==> src/rtl/irq_agg_pkg.sv <==
package irq_agg_pkg;
  localparam int unsigned STAT_W       = 8;
  localparam int unsigned DSP_POS      = 0;
  localparam int unsigned FIFO_POS     = 6;
  localparam int unsigned TMO_POS      = 7;
  localparam int unsigned NUM_STICKY   = 2;
  localparam int unsigned CLR_FIFO_POS = 0;
  localparam int unsigned CLR_TMO_POS  = 1;

  typedef enum logic [1:0] {
    ADR_STATUS = 2'd0,
    ADR_MASK   = 2'd1,
    ADR_CTRL   = 2'd2,
    ADR_DSP    = 2'd3
  } reg_addr_e;
endpackage

==> src/rtl/irq_rst_sync.sv <==
module irq_rst_sync #(
  parameter int unsigned STAGES = 2
) (
  input  logic clk,
  input  logic rst_n_async,
  output logic rst_n_sync
);
  logic [STAGES-1:0] chain_q;
  logic [STAGES-1:0] chain_d;

  always_comb begin
    chain_d = (chain_q << 1) | STAGES'(1);
  end

  always_ff @(posedge clk or negedge rst_n_async) begin
    if (!rst_n_async) chain_q <= '0;
    else              chain_q <= chain_d;
  end

  assign rst_n_sync = chain_q[STAGES-1];
endmodule

==> src/rtl/irq_level_sync.sv <==
module irq_level_sync #(
  parameter int unsigned STAGES = 2
) (
  input  logic clk,
  input  logic rst_n,
  input  logic din,
  output logic dout
);
  logic [STAGES-1:0] chain_q;
  logic [STAGES-1:0] chain_d;

  always_comb begin
    chain_d = (chain_q << 1) | STAGES'(din);
  end

  always_ff @(posedge clk or negedge rst_n) begin
    if (!rst_n) chain_q <= '0;
    else        chain_q <= chain_d;
  end

  assign dout = chain_q[STAGES-1];
endmodule

==> src/rtl/irq_sticky_bit.sv <==
module irq_sticky_bit (
  input  logic clk,
  input  logic rst_n,
  input  logic set_i,
  input  logic clr_i,
  output logic q
);
  logic d;

  // A set arriving together with a clear keeps the bit set.
  always_comb begin
    d = set_i | (q & ~clr_i);
  end

  always_ff @(posedge clk or negedge rst_n) begin
    if (!rst_n) q <= 1'b0;
    else        q <= d;
  end
endmodule

==> src/rtl/irq_status_agg.sv <==
module irq_status_agg
  import irq_agg_pkg::*;
#(
  parameter int unsigned SYNC_STAGES = 2,
  parameter int unsigned RST_STAGES  = 2
) (
  input  logic       clk,
  input  logic       rst_n,
  input  logic       dsp_irq_pin,
  input  logic       fifo_switch_evt,
  input  logic       bus_timeout_evt,
  input  logic       reg_wr,
  input  logic       reg_rd,
  input  logic [1:0] reg_addr,
  input  logic [7:0] reg_wdata,
  output logic [7:0] reg_rdata,
  output logic       dsp_ack,
  output logic       irq_n
);
  logic                  rst_n_s;
  logic                  dsp_lvl;
  logic [NUM_STICKY-1:0] sticky_set;
  logic [NUM_STICKY-1:0] sticky_clr;
  logic [NUM_STICKY-1:0] sticky_q;
  logic                  clr_fifo;
  logic                  clr_tmo;
  logic [STAT_W-1:0]     status_w;
  logic [STAT_W-1:0]     mask_q,  mask_d;
  logic [STAT_W-1:0]     rdata_q, rdata_d;
  logic                  ack_q,   ack_d;
  logic                  irqn_q,  irqn_d;
  logic                  wr_mask, wr_ctrl, rd_dsp;
  reg_addr_e             addr_e;

  irq_rst_sync #(.STAGES(RST_STAGES)) u_rst (
    .clk(clk), .rst_n_async(rst_n), .rst_n_sync(rst_n_s)
  );

  irq_level_sync #(.STAGES(SYNC_STAGES)) u_pin (
    .clk(clk), .rst_n(rst_n_s), .din(dsp_irq_pin), .dout(dsp_lvl)
  );

  always_comb begin
    addr_e   = reg_addr_e'(reg_addr);
    wr_mask  = reg_wr & (addr_e == ADR_MASK);
    wr_ctrl  = reg_wr & (addr_e == ADR_CTRL);
    rd_dsp   = reg_rd & (addr_e == ADR_DSP);
    clr_fifo = wr_ctrl & reg_wdata[CLR_FIFO_POS];
    clr_tmo  = wr_ctrl & reg_wdata[CLR_TMO_POS];
    sticky_set = {bus_timeout_evt, fifo_switch_evt};
    sticky_clr = {clr_tmo, clr_fifo};
  end

  for (genvar gi = 0; gi < NUM_STICKY; gi++) begin : g_sticky
    irq_sticky_bit u_bit (
      .clk(clk), .rst_n(rst_n_s),
      .set_i(sticky_set[gi]), .clr_i(sticky_clr[gi]), .q(sticky_q[gi])
    );
  end

  always_comb begin
    status_w           = '0;
    status_w[DSP_POS]  = dsp_lvl;
    status_w[FIFO_POS] = sticky_q[0];
    status_w[TMO_POS]  = sticky_q[1];
  end

  always_comb begin
    mask_d = wr_mask ? reg_wdata : mask_q;
    ack_d  = rd_dsp;
    irqn_d = ~|(status_w & mask_q);
    rdata_d = rdata_q;
    if (reg_rd) begin
      unique case (addr_e)
        ADR_STATUS: rdata_d = status_w;
        ADR_MASK:   rdata_d = mask_q;
        ADR_CTRL:   rdata_d = '0;
        ADR_DSP:    rdata_d = STAT_W'(dsp_lvl);
        default:    rdata_d = '0;
      endcase
    end
  end

  always_ff @(posedge clk or negedge rst_n_s) begin
    if (!rst_n_s) begin
      mask_q  <= '0;
      rdata_q <= '0;
      ack_q   <= 1'b0;
      irqn_q  <= 1'b1;
    end else begin
      mask_q  <= mask_d;
      rdata_q <= rdata_d;
      ack_q   <= ack_d;
      irqn_q  <= irqn_d;
    end
  end

  assign reg_rdata = rdata_q;
  assign dsp_ack   = ack_q;
  assign irq_n     = irqn_q;
endmodule

==> config.mk <==
export PLATFORM = sky130hd
export DESIGN_NAME = irq_status_agg
export DESIGN_NICKNAME = d
export VERILOG_FILES = /design/src/rtl/irq_agg_pkg.sv /design/src/rtl/irq_rst_sync.sv /design/src/rtl/irq_level_sync.sv /design/src/rtl/irq_sticky_bit.sv /design/src/rtl/irq_status_agg.sv
export SDC_FILE = /design/constraint.sdc
export NUM_CORES = 1
export LEC_CHECK = 0
export ABC_AREA = 1
export BUFFER_PORTS_ARGS = -buffer_cell sky130_fd_sc_hd__buf_2
export CAP_MARGIN = 20
export CORE_UTILIZATION = 30
export CTS_CLUSTER_DIAMETER = 30
export DETAILED_ROUTE_END_ITERATION = 10
export PLACE_DENSITY = 0.5
export SETUP_SLACK_MARGIN = 0.02
export SYNTH_ARGS = -nofsm -noshare
export SYNTH_HDL_FRONTEND = slang
export SYNTH_SLANG_ARGS = --single-unit
==> constraint.sdc <==
create_clock -name clk -period 0.8 [get_ports clk]
set_input_delay 0.08 -clock clk [delete_from_list [all_inputs] [get_ports clk]]
set_output_delay 0.08 -clock clk [all_outputs]
set_load 0.02 [all_outputs]
==> Word level (Yosys, flattened, before mapping) <==
Index checks and enable logic that the tools add are counted.
{ "totals": {"register_bits": 24, "latch_bits": 0, "ramBits": 0, "rom_bits": 0, "in_bits": 17, "output_inout_bits": 10, "word_cells": 28, "mem_count": 0} }
{ "classes": {"add_sub_neg": 0, "n_mul": 0, "div_mod_pow": 0, "order_cmp": 0, "n_eq_ne": 3, "shift": 0, "mux": 1, "bitwise_logic": 13, "reduce_logical": 3} }
{ "ops": {"columns": ["cell", "count"], "rows": [
  ["one-hot mux 8 bit (4 select lines)", 1],
  ["AND 8 bit", 1],
  ["OR reduction 8 bit", 1],
  ["AND 1 bit", 7],
  ["== test 2 bit (second input constant)", 2],
  ["== test 2 x 1 -> 1 bit (second input constant)", 1],
  ["logical NOT 2 bit", 1],
  ["inverter 1 bit", 2],
  ["bitwise OR 1 bit", 2],
  ["bitwise OR 2 x 1 -> 2 bit", 1],
  ["logical NOT 1 bit", 1]
]} }

==> Longest topological paths before layout <==
{ "depth": {"word_depth": 6, "ltp_mapped": 5, "mapped_depth_nobuf": 5} }

==> Modules after synthesis <==
From an unflattened synthesis, not the netlist that was laid out.
{ "unflattened": {"hier_cells": 108, "hier_area_um2": 974.7} }
{ "by_module_without_submodules": {"columns": ["module", "instances", "cells_per_inst", "area_each_um2", "seq_area_each_um2"], "rows": [
  ["irq_status_agg", 1, 93, 790.8, 451.7],
  ["irq_sticky_bit", 2, 5, 40.0, 25.0],
  ["irq_rst_sync", 1, 3, 53.8, 50.0],
  ["irq_level_sync", 1, 2, 50.0, 50.0]
]} }

==> Worst setup path after synthesis <==
Ideal clock, no wire load.
{ "synth_timing": {"kind": "register to register", "from": "register mask_q[0]", "to": "register rdata_q[0], in the netlist reg_rdata[0]", "setup_ps": 117, "arrival_time_ps": 620, "t_required_ps": 683, "path_slack_ps": 63, "path_stages_with_launch": 4, "path_buffers": 0, "period_less_slack_ps": 737, "path_cell_list": "dfrtp_1 > nand3b_1 > nand3_1 > nand2_1"} }
{ "synth_between": {"elab_chain_cells": 1} }
{ "synth_rtl": {"columns": ["item", "line_no", "rtl"], "rows": [
  ["start, declared", "irq_status_agg.sv:28", "logic [STAT_W-1:0] mask_q, mask_d;"],
  ["start signal, assigned", "irq_status_agg.sv:91", "mask_q <= mask_d;"],
  ["one-hot mux 8 bit (4 select lines)", "irq_status_agg.sv:74", "unique case (addr_e)"],
  ["end signal, assigned", "irq_status_agg.sv:92", "rdata_q <= rdata_d;"],
  ["end, declared", "irq_status_agg.sv:29", "logic [STAT_W-1:0] rdata_q, rdata_d;"]
]} }
Every way passes these cells.
A chain may end at the register's enable or synchronous reset.

==> Final worst setup path <==
{ "layout_timing": {"from": "register irqn_q, in the netlist irq_n", "to": "output port irq_n"} }
{ "layout_rtl": {"columns": ["item", "line_no", "rtl"], "rows": [
  ["start, declared", "irq_status_agg.sv:31", "logic irqn_q, irqn_d;"],
  ["start signal, assigned", "irq_status_agg.sv:94", "irqn_q <= irqn_d;"],
  ["end, declared", "irq_status_agg.sv:18", "output logic irq_n"]
]} }
No word-level cell between the ends.

==> qor.csv <==
metric,value,unit
synthesis.nets,121,
start_util,31.5,%
grt_pass1_vias,795,
path_class,register to primary output,
r2r_start,mask_q[0],
routedWlPerCell,9.88,um
maxCapViolCount,0,
synth_cells,104,
ios,27,
start_kind,register,
setup_viol,11,
grt_max_degree,15,
violations,negative setup slack,
ir_drop,910,uV
power,0.00286,W
drive_above_1_share,35.3,%
critPathSlowestCell,dfstp_2,
antenna_found_initial,0,
dp.final_hpwl,1490,um
drtIter0Drc,8,
syn2layout_area_growth,53.8,%
tritoncts,done,
grt-ovfl-total,0,
wl,1980,um
drv_slew,0,
critPathTopFamily,flip-flops,
vias,835,
synth.area.top_cells,"dfrtp_1 60%, nand2_1 17%, nand3_1 5.2%",
num_antenna_cells,0,
postSynthAreaPerCell,9.25,um^2
clockBufferDepth,2,
cp_max_fo,1,
synth_top_area_share,59.8,%
drc,0,
core,3050,um^2
path_cells,buf_6,
layout_min_cycle_time,1.04,ns
dpl.cell_count,179,
rr_worst_depth,3,
arrival,0.96,ns
whs,0.0218,ns
grt_setup_unrepaired,true,
gp_congestion,0.734,
ys_ff_latch,24,
pwr_density_cell,1930,nW/um^2
viasPerCell,4.18,
cp.required,0.72,ns
max_freq,0.961,GHz
synth_edf_count,0,
min-delay-path-class,input pin to register,
syn_area,962,um^2
cts_root_buf,clkbuf_4,
yosysMostFrequentCell,nand2_1,
clk_pin_slew,0.13,ns
synth.top_cells.by_count,"43 x nand2_1, 23 x dfrtp_1, 10 x nand3_1",
cpPeakStageDelay,0.55,ns
cts_buffers,3,
fin_crit_sh,130,%
crit_buf_inv,1,
yosysTopAreaCell,dfrtp_1,
synth_async_sr_flop_share,100,%
fp-row-count,20,
clock-skew-final,0.00353,ns
dieArea,3440,um^2
setup_slack,-0.241,ns
leakage,0.772,nW
first_pass_iters,3,
cts_num_sinks,24,
hold_start,reg_wdata[0],
status,"finished, violations left",
io_buffers,26,
place_ws,-0.0111,ns
die_x,58.6,um
totalNegativeSetupSlack,-1.51,ns
min_path_cells,3,
fillers,310,
yosysSeqAreaShare,62.5,%
chipHeight,58.6,um
layout.nets,174,
synth.distinct_cells,17,
grtUsageTotal,13.4,%
h-tree-depth,1,
hold_violations,0,
r2r_slack,-0.01,ns
hold_path_end,mask_q[0],
synth_warnings,0,
r2r_end,reg_rdata[0],
synth_flop_cell,dfrtp_1,
clk_latency,0.31,ns
finalNonFillerCells,200,
crit_path_end_kind,primary output,
ant_nets,0,
grt_pass1_wl,3430,um
[sequential cells by signal (all words and copies together), names as in the netlist]
| register | count |
|---|---|
| u_pin.chain_q | 2 |
| reg_rdata | 8 |
| u_rst.chain_q | 2 |
| g_sticky.u_bit.q | 2 |
| irq_n | 1 |
| dsp_ack | 1 |
| mask_q | 8 |
[cell type report]
type,count,area [um^2],share of cell area (%)
clock buffer,3,22.5,1.52
tap,44,55.1,3.72
timing repair buffer,50,405,27.4
sequential,24,602,40.7
multi-input combinational,70,335,22.7
clock inverter,1,30.0,2.03
inverter,8,30.0,2.03
[cells in the final DEF, fill, tap and decap left out, drive strengths merged, types with 2 or more instances in the layout]
cell type,synthesis,routed
inv,7,7
o21ai,9,9
nand2,44,44
buf,2,40
nor2,2,2
nand3,10,10
dfrtp,23,23
clkbuf,0,3
a21oi,2,2
dlygate4sd3,0,10
[metrics by stage]
stage / util (%) / instance area [um^2]
2_1_floorplan: - / 962
3_3_place_gp: 38.9 / 1190
3_5_place_dp: 38.9 / 1190
4_1_cts: 47.2 / 1440
5_1_grt: 48.5 / 1480
6_report: 48.5 / 1480
[worst max path at each step]
stage,from,slack (ns),end,cells after the start
floorplan,mask_q[0],0.06,reg_rdata[0],3
global placement,reg_addr[0],0.01,g_sticky[0].u_bit.q,5
detailed placement,reg_addr[0],-0.01,g_sticky[0].u_bit.q,5
CTS,irq_n,-0.26,irq_n,1
global route,irq_n,-0.28,irq_n,1
finish,irq_n,-0.24,irq_n,1
[kinds of logic after synthesis]
logic type             count (synthesis)  share of synthesized area, %
AO/OA/AOI/OAI                         11                          5.72
buffers and inverters                 10                          4.42
flip-flops                            24                          62.5
other                                  1                         0.390
AND/OR/NAND/NOR                       58                          26.9
[timing repair]
action	4_1_cts	5_1_grt
hold buffers	10	0
endpoints found under the hold margin	11	0
buffers inserted	5	5
endpoints found under the setup margin	11	16
pin swaps	0	8
gates resized for setup	20	12
[power by group]
part / switching, W / internal, W
clock network: 0.000356 / 0.000506
registers: 0.0000861 / 0.00135
logic: 0.000267 / 0.000295
total: 0.000709 / 0.00215
[metal layers]
layer | global-route usage, % | share of wire (%)
met1 | 17.3 | 46
met2 | 22.3 | 50
met3 | 2.64 | 3.0
met4 | 5.10 | 0.61
met5 | 0 | 0
[worst reg2reg max path: stages (launching register included)]
cell	delay [ns]
dfrtp_1	0.43
nand3b_1	0.16
nand3_1	0.08
nand2_1	0.05
No activity file was read; power rests on OpenSTA's default activity.
